`src/rtl/adc_seq_pkg.sv`:
```
package adc_seq_pkg;
  localparam logic [31:0] LCG_MUL  = 32'd314159;
  localparam logic [31:0] LCG_INC  = 32'd1;
  localparam logic [11:0] SAMPLE_BASE = 12'h200;

  function automatic logic [31:0] lcg_next(input logic [31:0] s);
    return s * LCG_MUL + LCG_INC;
  endfunction

  // pointer fields are 4 bits wide; flags sit at bits 8 and 12
  function automatic logic [31:0] pack_status(input logic [3:0] rp, input logic [3:0] wp,
                                               input logic empty, input logic full);
    return {19'd0, full, 3'd0, empty, wp, rp};
  endfunction
endpackage

```
`src/rtl/adc_seq_noise.sv`:
```
module adc_seq_noise #(
  parameter int SW = 10
) (
  input  logic          clk_i,
  input  logic          rst_ni,
  input  logic          step_i,
  output logic [SW-1:0] sample_o
);
  import adc_seq_pkg::*;
  logic [31:0] state_q, state_n;

  assign state_n  = lcg_next(state_q);
  assign sample_o = SW'(SAMPLE_BASE) | SW'(state_n[18:16]);

  always_ff @(posedge clk_i or negedge rst_ni) begin
    if (!rst_ni)     state_q <= '0;
    else if (step_i) state_q <= state_n;
  end
endmodule

```
`src/rtl/adc_seq_buf.sv`:
```
module adc_seq_buf #(
  parameter int DEPTH = 16,
  parameter int SW    = 10,
  localparam int PW   = $clog2(DEPTH)
) (
  input  logic          clk_i,
  input  logic          rst_ni,
  input  logic          push_i,
  input  logic [SW-1:0] push_data_i,
  input  logic          pop_i,
  output logic [SW-1:0] head_o,
  output logic [PW-1:0] rptr_o,
  output logic [PW-1:0] wptr_o,
  output logic          empty_o,
  output logic          full_o
);
  logic [SW-1:0] mem_q [DEPTH];
  logic [PW-1:0] rptr_q, wptr_q, rptr_n, wptr_n;
  logic          empty_q, full_q, empty_n, full_n, wr_en;

  // pop resolves first, push sees the post-pop state
  always_comb begin
    rptr_n  = rptr_q;
    wptr_n  = wptr_q;
    empty_n = empty_q;
    full_n  = full_q;
    wr_en   = 1'b0;
    if (pop_i && !empty_q) begin
      rptr_n  = rptr_q + PW'(1);
      full_n  = 1'b0;
      empty_n = (rptr_n == wptr_q);
    end
    if (push_i && !full_n) begin
      wr_en   = 1'b1;
      wptr_n  = wptr_q + PW'(1);
      empty_n = 1'b0;
      full_n  = (wptr_n == rptr_n);
    end
  end

  always_ff @(posedge clk_i or negedge rst_ni) begin
    if (!rst_ni) begin
      rptr_q  <= '0;
      wptr_q  <= '0;
      empty_q <= 1'b1;
      full_q  <= 1'b0;
    end else begin
      rptr_q  <= rptr_n;
      wptr_q  <= wptr_n;
      empty_q <= empty_n;
      full_q  <= full_n;
    end
  end

  always_ff @(posedge clk_i or negedge rst_ni) begin
    if (!rst_ni) begin
      for (int i = 0; i < DEPTH; i++) mem_q[i] <= '0;
    end else if (wr_en) begin
      mem_q[wptr_q] <= push_data_i;
    end
  end

  assign head_o  = mem_q[rptr_q];
  assign rptr_o  = rptr_q;
  assign wptr_o  = wptr_q;
  assign empty_o = empty_q;
  assign full_o  = full_q;
endmodule

```
`src/rtl/adc_seq_fifo.sv`:
```
module adc_seq_fifo #(
  parameter int NUM_SEQ = 4,
  parameter int DEPTH   = 16,
  parameter int AW      = 8,
  parameter int DW      = 32,
  parameter int SW      = 10,
  parameter int NIRQ    = 4
) (
  input  logic          clk_i,
  input  logic          rst_ni,
  input  logic          trig_i,
  input  logic          bus_sel_i,
  input  logic          bus_wr_i,
  input  logic [AW-1:0] bus_addr_i,
  input  logic [DW-1:0] bus_wdata_i,
  output logic [DW-1:0] bus_rdata_o,
  output logic          irq_o
);
  import adc_seq_pkg::*;

  localparam int PW         = $clog2(DEPTH);
  localparam int SEQ_BASE   = 'h40;
  localparam int SEQ_STRIDE = 32;
  localparam int SEQ_TOP    = SEQ_BASE + SEQ_STRIDE * NUM_SEQ;
  localparam logic [DW-1:0] MUX_KEEP = {(DW/8){8'h33}};
  localparam logic [AW-1:0] A_ACT  = AW'('h00);
  localparam logic [AW-1:0] A_MASK = AW'('h04);
  localparam logic [AW-1:0] A_RAW  = AW'('h08);
  localparam logic [AW-1:0] A_MSK  = AW'('h0C);
  localparam logic [4:0] O_MUX = 5'h00, O_CTL = 5'h04, O_POP = 5'h08, O_STAT = 5'h0C;

  logic [NIRQ-1:0] active_q, mask_q, raw_q, raw_n;
  logic            wr_w, rd_w, in_seq, trig_acc;
  logic [AW-1:0]   rel;
  logic [4:0]      seq_off;
  logic [NUM_SEQ-1:0] hit_w, pop_w;
  logic [DW-1:0]   mux_w  [NUM_SEQ];
  logic [DW-1:0]   ctl_w  [NUM_SEQ];
  logic [DW-1:0]   stat_w [NUM_SEQ];
  logic [SW-1:0]   head_w [NUM_SEQ];
  logic [SW-1:0]   sample_w;

  assign wr_w     = bus_sel_i && bus_wr_i;
  assign rd_w     = bus_sel_i && !bus_wr_i;
  assign rel      = bus_addr_i - AW'(SEQ_BASE);
  assign seq_off  = rel[4:0];
  assign in_seq   = (int'(bus_addr_i) >= SEQ_BASE) && (int'(bus_addr_i) < SEQ_TOP);
  assign trig_acc = trig_i && active_q[0];

  adc_seq_noise #(.SW(SW)) u_noise (
    .clk_i(clk_i), .rst_ni(rst_ni), .step_i(trig_acc), .sample_o(sample_w)
  );

  for (genvar g = 0; g < NUM_SEQ; g++) begin : g_seq
    logic [DW-1:0] mux_q, ctl_q;
    logic [PW-1:0] rp, wp;
    logic          em, fu;

    assign hit_w[g] = in_seq && (int'(rel[AW-1:5]) == g);
    assign pop_w[g] = rd_w && hit_w[g] && (seq_off == O_POP);

    always_ff @(posedge clk_i or negedge rst_ni) begin
      if (!rst_ni) begin
        mux_q <= '0;
        ctl_q <= '0;
      end else if (wr_w && hit_w[g]) begin
        if (seq_off == O_MUX) mux_q <= bus_wdata_i & MUX_KEEP;
        if (seq_off == O_CTL) ctl_q <= bus_wdata_i;
      end
    end

    adc_seq_buf #(.DEPTH(DEPTH), .SW(SW)) u_buf (
      .clk_i(clk_i), .rst_ni(rst_ni),
      .push_i((g == 0) ? trig_acc : 1'b0),
      .push_data_i(sample_w),
      .pop_i(pop_w[g]),
      .head_o(head_w[g]),
      .rptr_o(rp), .wptr_o(wp), .empty_o(em), .full_o(fu)
    );

    assign mux_w[g]  = mux_q;
    assign ctl_w[g]  = ctl_q;
    assign stat_w[g] = DW'(pack_status(4'(rp), 4'(wp), em, fu));
  end

  always_comb begin
    raw_n = raw_q;
    if (wr_w && bus_addr_i == A_MSK) raw_n = raw_q & ~bus_wdata_i[NIRQ-1:0];
    if (trig_acc) raw_n[0] = 1'b1;
  end

  always_ff @(posedge clk_i or negedge rst_ni) begin
    if (!rst_ni) begin
      active_q <= '0;
      mask_q   <= '0;
      raw_q    <= '0;
    end else begin
      raw_q <= raw_n;
      if (wr_w && bus_addr_i == A_ACT)  active_q <= bus_wdata_i[NIRQ-1:0];
      if (wr_w && bus_addr_i == A_MASK) mask_q   <= bus_wdata_i[NIRQ-1:0];
    end
  end

  always_comb begin
    bus_rdata_o = '0;
    if (in_seq) begin
      for (int s = 0; s < NUM_SEQ; s++) begin
        if (hit_w[s]) begin
          case (seq_off)
            O_MUX:   bus_rdata_o = mux_w[s];
            O_CTL:   bus_rdata_o = ctl_w[s];
            O_POP:   bus_rdata_o = DW'(head_w[s]);
            O_STAT:  bus_rdata_o = stat_w[s];
            default: bus_rdata_o = '0;
          endcase
        end
      end
    end else begin
      case (bus_addr_i)
        A_ACT:   bus_rdata_o = DW'(active_q);
        A_MASK:  bus_rdata_o = DW'(mask_q);
        A_RAW:   bus_rdata_o = DW'(raw_q);
        A_MSK:   bus_rdata_o = DW'(raw_q & mask_q);
        default: bus_rdata_o = '0;
      endcase
    end
  end

  assign irq_o = |(raw_q & mask_q);
endmodule

```
`config.mk`:
```
export PLATFORM = sky130hd
export DESIGN_NAME = adc_seq_fifo
export DESIGN_NICKNAME = d
export VERILOG_FILES = /design/src/rtl/adc_seq_pkg.sv /design/src/rtl/adc_seq_noise.sv /design/src/rtl/adc_seq_buf.sv /design/src/rtl/adc_seq_fifo.sv
export SDC_FILE = /design/constraint.sdc
export NUM_CORES = 1
export LEC_CHECK = 0
export BUFFER_PORTS_ARGS = -buffer_cell sky130_fd_sc_hd__buf_2
export CORE_ASPECT_RATIO = 0.9
export CORE_MARGIN = 4
export CORE_UTILIZATION = 55
export CTS_CLUSTER_DIAMETER = 80
export DETAILED_ROUTE_END_ITERATION = 16
export GPL_TIMING_DRIVEN = 1
export HOLD_SLACK_MARGIN = 0.15
export PLACE_DENSITY_LB_ADDON = 0.08
export SETUP_SLACK_MARGIN = 0.1
export SKIP_LAST_GASP = 1
export SLEW_MARGIN = 20
export SYNTH_ARGS = -nofsm -noshare
export SYNTH_HDL_FRONTEND = slang
export SYNTH_HIERARCHICAL = 1
export SYNTH_SLANG_ARGS = --single-unit
```
`constraint.sdc`:
```
create_clock -name clk_i -period 5.8 [get_ports clk_i]
set_input_delay 1.16 -clock clk_i [delete_from_list [all_inputs] [get_ports clk_i]]
set_output_delay 1.16 -clock clk_i [all_outputs]
set_load 0.005 [all_outputs]
```
# Word-level counts from Yosys, hierarchy flattened
# Memories as Yosys holds them, arrays and structs flattened.
# Index checks and enable logic that the tools add are counted.
# Widths: inputs -> output; s select.
# totals
mem_count	3
regBits	421
mem_bits_ro	480
wordCells	160
# op_classes
order_cmp	8
bitwise_logic	9
reduce_logical	52
addsub	7
multipliers	1
n_eq_ne	11
mux	30
# memory_table
memory	words	word_bits	rd	rd_clocked_by_memory_dff	write_ports	line_no	source
(no name shown)	16	10	1	0	0	adc_seq_buf.sv:63	assign head_o = mem_q[rptr_q];
(no name shown)	16	10	1	0	0	adc_seq_buf.sv:63	
(no name shown)	16	10	1	0	0	adc_seq_buf.sv:63	
# ops
operator	count
$pmux 32 s4	4
$bwmux 160	1
$mux 32	5
$mux 10	9
$bmux 10 s4	1
$demux 10 s4	1
$add 32x1->32 const B	1
$mul 32x19->32 const B	1
$logic_and 1x1->1	29
$ge 5x5->1 const B	5
$not 4->5	5
$add 4x1->4 const B	5
$eq 8x4->1 const B	2
$pmux 4 s4	1
$reduce_and 2->1	8
$and 4x4->4	3
$logic_not 4->1	3
$eq 5x4->1 const B	2
$eq 4x4->1	2
$eq 8x3->1 const B	1
$ge 8x7->1 const B	1
$logic_not 8->1	1
$lt 8x8->1 const B	1
$sub 8x7->8 const B	1
other kinds (12)	25

# Longest topological paths before layout
# Gate-level depths: netlist (run 1).
# logic_depth
depth_word	10
ltp_mapped	22
mapped_depth_nobuf	20

# Hierarchy
# The synthesis (run 1) kept the hierarchy.
# by_module_without_submodules
module	instances	area_each_um2	cells_per_inst
adc_seq_buf (g_seq[1].u_buf ...)	2	8041.5	550
adc_seq_fifo	1	10298.6	789
adc_seq_buf (g_seq[0].u_buf)	1	8105.3	515
adc_seq_buf (g_seq[3].u_buf)	1	8067.7	505
adc_seq_noise	1	4478.0	474

# Worst setup path before layout (run 1)
# OpenSTA, ideal clock, no wires.
# synth_timing
kind	register to register
startpoint	reg u_noise.state_q[10]
endpoint	reg g_seq[0].u_buf/mem_q[101] (netlist name)
t_required_ps	5675
stages_incl_launch_ff	23
path_buffers	2
setup_time_ps	125
path_slack_ps	354
arrival_ps	5321
path_cell_list	dfrtp_1 inv_1 fa_1 inv_1 ha_1 inv_1 fa_1 inv_1 fa_1 fa_1 inv_1 fa_1 inv_1 ha_1 a21o_1 a21o_1 a21o_1 a21oi_1 o31ai_1 xnor2_1 buf_4 clkbuf_1 mux2_2
# synth_via
elab_chain_len	3
# synth_rtl
element	line_no	source
start, declared	adc_seq_noise.sv:10	logic [31:0] state_q, state_n;
start signal, assigned	adc_seq_noise.sv:17	else if (step_i) state_q <= state_n;
$mul 32x19->32	adc_seq_pkg.sv:7	return s * LCG_MUL + LCG_INC;
$add 32x1->32	adc_seq_pkg.sv:7	
net u_noise.state_n[17]	adc_seq_noise.sv:10	
$bwmux 160	adc_seq_buf.sv:59	mem_q[wptr_q] <= push_data_i;
end signal, assigned by index	adc_seq_buf.sv:59	
end, declared	adc_seq_buf.sv:17	logic [SW-1:0] mem_q [DEPTH];
# The timed path passes the listed nets, and every way through them passes these cells.
# A chain may end at the register's enable or synchronous reset.

# Final worst setup path (run 1)
# layout_timing
startpoint	reg u_noise.state_q[11]
endpoint	reg g_seq[0].u_buf/mem_q[32] (netlist name)
# layout_via
elab_chain_len	3
# layout_rtl
element	line_no	source
$mul 32x19->32	adc_seq_pkg.sv:7	
$add 32x1->32	adc_seq_pkg.sv:7	
net sample_w[2]	adc_seq_fifo.sv:41	logic [SW-1:0] sample_w;
$bwmux 160	adc_seq_buf.sv:59	
# The timed path passes the listed nets, and every way through them passes these cells.

==> metrics.txt, run 1 <==
status=finished clean; Via Count=29000; wire length per cell=25.6 um; Synth Area per Inst=13.9 sq um; Crit Path Category=reg -> reg; largest net degree at the start of global routing=between 100 and 150; final worst slack=0.301 ns; main area contributors after synthesis=dfrtp_1 (48%), mux2_2 (18%), mux4_2 (4.2%); number of nets in the layout=~3700; Starting Density=55.6%; grt met1 use=40.3%; Fin. Hold Viols=0; yosys warns=6; global placement routability congestion=just under 0.9; Critical Path RT=6.32 ns; DP Worst Slack=-0.0429 ns; CP endpoint kind=register; sequential cell area fraction in the yosys report=48.1%; synth cell count leaders=dfrtp_1 (899), mux2_2 (750), inv_1 (177), mux2i_1 (140); clock input transition at the sequential cells of the worst setup and hold paths=0.06 ns; P&R area growth vs syn=10.2%; Max Slew Vio Count=0; hold bufs inserted after CTS=0; post-route cell area=slightly above 50000 sq um; met3 GRT Util=about 5.8%; clk root buf=clkbuf_16; Reg2Reg Setup Slack=0.30 ns; Mapped Area=47000 sq um; #FFs+latches synth=903; first-pass GRT wire length=185000 um; crit path from=u_noise/state_q[11]$_DFFE_PN0P_; clk buf depth=3; Post-Synthesis Cells=around 3400; Slew HR=5.01%; Post-synth ARST share=100%; dpl cell area=48400 sq um; share of cells above drive strength 1=37.0%; worst r2r src=u_noise/state_q[11]$_DFFE_PN0P_; Setup crit end=g_seq[0].u_buf/mem_q[32]$_DFFE_PN0P_; CP arrival=6.02 ns; DRC=0; Die Ht=between 200 and 300 um; htree depth=3; fmax=182 MHz; Core ar.=84500 sq um; post-route ant nets=0; ys flop type=dfrtp_1; RSZ-0062 raised after global routing=false; Reg-to-Reg End=g_seq[0].u_buf/mem_q[32]$_DFFE_PN0P_; Tot GR Track Use=26.7%; synth unique cells=93; Final Cycle Share=94.8%; worst-path maximum fanout=37; min cycle time layout=5.50 ns; via/cell ratio=6.22; TritonCTS clock tree=built; Num CTS Buffers=95; Clk Latency, worst-skew pair=0.66 ns; Tightest Hold Check Type=reg -> reg; I/O Pins=78; antenna violations before repair=18; Yosys top cell area share=around 48%; HPWL after DPL=79600 um; cell taking the most area after synthesis=dfrtp_1; Core Rows=101; die area=90300 sq um; met2 usage=about two fifths; vias in the first global route=30100; max-cap violation count=0; Worst Max-Slew Pin Slew=1.42 ns; Register-to-Register Path Depth=20; Total Routed Length=119000 um; DIE WIDTH=between 300 and 400 um; DRT iter0 DRCs=about 2400; top-count cell post-synth=dfrtp_1; clock sinks=903; most used routing layer=met1; first drt pass iteration count=6; GRT Residual Overflow=0; EDFF count, synth=0; Final setup viols=0; Final Skew=0.0235 ns; CP startpoint kind=register; Port Buf Inserts=77
-- layer usage --
metal / up-vias / routed length (um)
met4: 12 / 2610
met3: 173 / 7810
met2: 777 / 53200
met1: 15400 / 55700
li1: 12600 / -
met5: - / 74
-- flip-flops by register name (all words and copies together), names as in the netlist --
register	count
active_q	4
g_seq.ctl_q	128
g_seq.mux_q	64
g_seq.u_buf/empty_o	4
g_seq.u_buf/full_o	4
g_seq.u_buf/mem_q	640
g_seq.u_buf/rptr_o	16
g_seq.u_buf/wptr_o	16
mask_q	4
raw_q	4
u_noise/state_q	19
-- cells by family after synthesis --
group | synth area share, %
muxes | 30.0
AOI/OAI and AO/OA | 5.84
and+or+nand+nor | 4.83
DFF | 48.1
xor gates and xnor gates | 1.68
adders and majority gates | 5.51
other | 0.0239
buffers and inverters | 4.06
-- critical path, cell delays in order (launching register included) --
cell,delay (ns)
dfrtp_1,0.41
inv_2,0.16
fa_1,0.45
inv_1,0.07
ha_1,0.14
inv_1,0.05
fa_1,0.51
inv_1,0.05
fa_1,0.49
fa_1,0.55
inv_1,0.05
fa_1,0.48
inv_1,0.04
ha_1,0.34
a21o_1,0.18
a21oi_1,0.19
a21bo_2,0.26
a41oi_2,0.28
xnor2_2,0.13
buf_12,0.19
mux2_2,0.30
-- worst min-delay path by stage --
| stage | from | to | slack (ns) | cells past startpoint |
|---|---|---|---|---|
| 2_1_floorplan | g_seq[2].u_buf/full_o$_DFF_PN0_ | g_seq[2].u_buf/full_o$_DFF_PN0_ | 0.45 | 2 |
| 3_3_place_gp | g_seq[0].ctl_q[30]$_DFFE_PN0P_ | g_seq[0].ctl_q[30]$_DFFE_PN0P_ | 0.47 | 1 |
| 3_5_place_dp | g_seq[2].ctl_q[30]$_DFFE_PN0P_ | g_seq[2].ctl_q[30]$_DFFE_PN0P_ | 0.48 | 1 |
| 4_1_cts | g_seq[2].ctl_q[30]$_DFFE_PN0P_ | g_seq[2].ctl_q[30]$_DFFE_PN0P_ | 0.49 | 1 |
| 5_1_grt | g_seq[0].ctl_q[19]$_DFFE_PN0P_ | g_seq[0].ctl_q[19]$_DFFE_PN0P_ | 0.50 | 1 |
| 6_report | g_seq[2].ctl_q[10]$_DFFE_PN0P_ | g_seq[2].ctl_q[10]$_DFFE_PN0P_ | 0.49 | 1 |
-- stage by stage --
step	std cells	hold WS (ns)	TNS [ns]	util, %
3_3_place_gp	4473	0.469	-0.219	57.2
5_1_grt	4651	0.499	0	61.3
2_1_floorplan	3395	0.449	0	-
3_5_place_dp	4473	0.477	-0.546	57.2
6_report	4658	0.489	0	61.3
4_1_cts	4648	0.491	0	61.2
-- repair_timing --
item	CTS	global route
gates resized for setup	2	6
hold endpoints to repair	0	0
buffers inserted	0	3
pin swaps	0	2
endpoints found under the setup margin	33	50
-- cell usage in the layout (no fill, tap or decap), drive strengths merged, types with 19 or more instances in the layout --
cell type / n
buf: 158
ha: 100
o21ai: 86
nor2: 38
a22oi: 44
clkbuf: 141
nand3: 69
xnor2: 61
a211oi: 19
mux2i: 140
dfrtp: 899
clkinv: 19
mux4: 119
nand2: 98
a21oi: 36
nor2b: 23
xor2: 19
mux2: 870
nand4: 26
inv: 178
fa: 67
a221oi: 100
-- area by class of cell --
cell class,count,area (sq um)
sequential,903,22600
inverter,177,664
multi-input combinational,2105,22700
clock buffer,141,2810
timing repair buffer,158,1140
clock inverter,34,499
tap,1133,1420
antenna,7,17.5
fill,6380,32700
Power of run 1 is not shown: default switching activity piles up to over one toggle a cycle in this logic, so the estimate is an artifact.
==> run 2, diff against run 1 <==
PLACE_DENSITY = 0.77   (was default)
PLACE_DENSITY_LB_ADDON = default   (was 0.08)
==> metrics.txt, run 2 (synthesized netlist as in run 1, its figures left out) <==
TritonCTS clock tree=built; min cycle time layout=5.47 ns (-0.0344 ns); GRT Residual Overflow=0 (unchanged); Num CTS Buffers=95 (unchanged); Tot GR Track Use=25.5% (-1.2 points); worst-path maximum fanout=18 (-51%); Register-to-Register Path Depth=18 (-10%); Crit path max-delay family=adder cells; Final Cycle Share=94.2% (-0.59 points); most common cell after layout, fill and taps aside=dfrtp_1; fmax=183 MHz (+0.63%); htree depth=3 (unchanged); crit path max-delay cell type=fa_1; Hold EP=g_seq[2].ctl_q[11]$_DFFE_PN0P_; CP peak stage delay=0.55 ns (about the same); Slew HR=4.26% (-0.75 points); hold_sp=g_seq[2].ctl_q[11]$_DFFE_PN0P_; Clk Latency, worst-skew pair=0.65 ns (about the same); global placement routability congestion=0.873 (-0.84%); Final setup viols=0 (unchanged); antenna violations before repair=19 (+1); number of nets in the layout=3646 (-0.16%); CP arrival=5.98 ns (-0.04 ns); Starting Density=55.6% (unchanged); DIE WIDTH=316 um (unchanged); first-pass GRT wire length=179000 um (-3.3%); Tightest Hold Check Type=reg -> reg; I/O Pins=78 (unchanged); Crit Path Category=reg -> reg; Largest regs=g_seq.u_buf/mem_q: 640 flops, g_seq.ctl_q: 128 flops, g_seq.mux_q: 64 flops; wire length per cell=24.7 um (-3.5%); via/cell ratio=6.27 (+0.71%); die area=90300 sq um (unchanged); share of cells above drive strength 1=37.1% (+0.041 points); Final Skew=0.0185 ns (-0.00501 ns); most frequent cells in the layout=dfrtp_1 (894), mux2_2 (750), inv_1 (173), mux2i_1 (140), a221oi_1 (100); P&R area growth vs syn=9.90%; HPWL after DPL=74500 um (-6.4%); Total Routed Length=115000 um (-3.7%); Buf/Inv on CP=7 (unchanged); register with the most flip-flops=g_seq.u_buf/mem_q; Reg2Reg Setup Slack=0.33 ns (+0.03 ns); Reg-to-Reg End=g_seq[0].u_buf/mem_q[101]$_DFFE_PN0P_; clock input transition at the sequential cells of the worst setup and hold paths=0.06 ns (about the same); RSZ-0062 raised after global routing=false; status=finished clean; vias in the first global route=29800 (-0.83%); worst r2r src=u_noise/state_q[13]$_DFFE_PN0P_; CP Cell Sequence=inv_1 -> fa_1 -> inv_1 -> ha_1 -> inv_1 -> fa_1 -> inv_1 -> fa_1 -> fa_1 -> inv_1 -> fa_1 -> inv_1 -> ha_1 -> nand2_1 -> o31ai_1 -> xnor2_2 -> buf_6 -> mux2_2; Hold Path Stages=1 (unchanged); first drt pass iteration count=5 (-1); Largest register FFs=640 (unchanged); total negative slack=0 ns (unchanged); largest net degree at the start of global routing=124 (-8.8%); Worst Max-Slew Pin Slew=1.43 ns (+0.0111 ns); Critical Path RT=6.32 ns (about the same); Fin. Hold Viols=0 (unchanged); clock sinks=903 (unchanged); DRT iter0 DRCs=2529 (+3.8%); Core Rows=101 (unchanged); Port Buf Inserts=77 (unchanged); max-cap violation count=0 (unchanged); post-route ant nets=0 (unchanged); most used cell, CP=inv_1; Core ar.=84500 sq um (unchanged); clk root buf=clkbuf_16; DRC=0 (unchanged); CP startpoint kind=register; clk buf depth=3 (unchanged); Max Slew Vio Count=0 (unchanged); Via Count=29100 (+0.56%); CP endpoint kind=register; Die Ht=285 um (unchanged)
-- run 2: final cells by class --
cell class	count	area (sq um)
inverter	177	664
fill	6305	32900
sequential	903	22600
clock inverter	33	394
clock buffer	136	2810
tap	1133	1420
timing repair buffer	151	1070
multi-input combinational	2106	22700
antenna	12	30.0
-- run 2: metrics by stage --
stage          setup WS (ns)  std cells  hold slack (ns)  util (%)  area, sq um
6_report               0.335       4651            0.490      61.1        51700
3_5_place_dp          0.0571       4464            0.480      57.1        48300
2_1_floorplan          0.354       3395            0.449         -        47100
3_3_place_gp           0.104       4464            0.470      57.1        48300
5_1_grt                0.107       4640            0.497      61.1        51700
4_1_cts                0.135       4633            0.493      61.0        51500
-- run 2: timing repair --
action                                  in CTS  in global routing
endpoints found under the hold margin        0                  0
gates cloned                                 0                  1
setup buffers                                0                  5
resized for setup                            2                 10
endpoints found under the setup margin      17                 50
hold buffers                                 0                  0
pin swaps                                    0                  3
-- run 2: how the worst max path moves through the flow --
stage,startpoint,slack (ns),cells after the start,to
floorplan,u_noise/state_q[10]$_DFFE_PN0P_,0.35,22,g_seq[0].u_buf/mem_q[101]$_DFFE_PN0P_
global placement,u_noise/state_q[10]$_DFFE_PN0P_,0.10,19,g_seq[0].u_buf/mem_q[122]$_DFFE_PN0P_
detailed placement,u_noise/state_q[10]$_DFFE_PN0P_,0.06,19,g_seq[0].u_buf/mem_q[142]$_DFFE_PN0P_
CTS,u_noise/state_q[10]$_DFFE_PN0P_,0.14,21,g_seq[0].u_buf/mem_q[101]$_DFFE_PN0P_
global route,u_noise/state_q[13]$_DFFE_PN0P_,0.11,18,g_seq[0].u_buf/mem_q[91]$_DFFE_PN0P_
finish,u_noise/state_q[13]$_DFFE_PN0P_,0.33,18,g_seq[0].u_buf/mem_q[101]$_DFFE_PN0P_
-- run 2: routing by layer --
| layer | GRT usage [%] | share of wire [%] | vias up |
|---|---|---|---|
| met5 | 0 | 0.084 | - |
| met4 | 7.13 | 2.7 | 14 |
| met3 | 7.27 | 8.9 | 219 |
| met2 | 37.2 | 44 | 989 |
| met1 | 37.6 | 45 | 15300 |
| li1 | - | - | 12600 |
Power of run 2 is left out for the same reason.
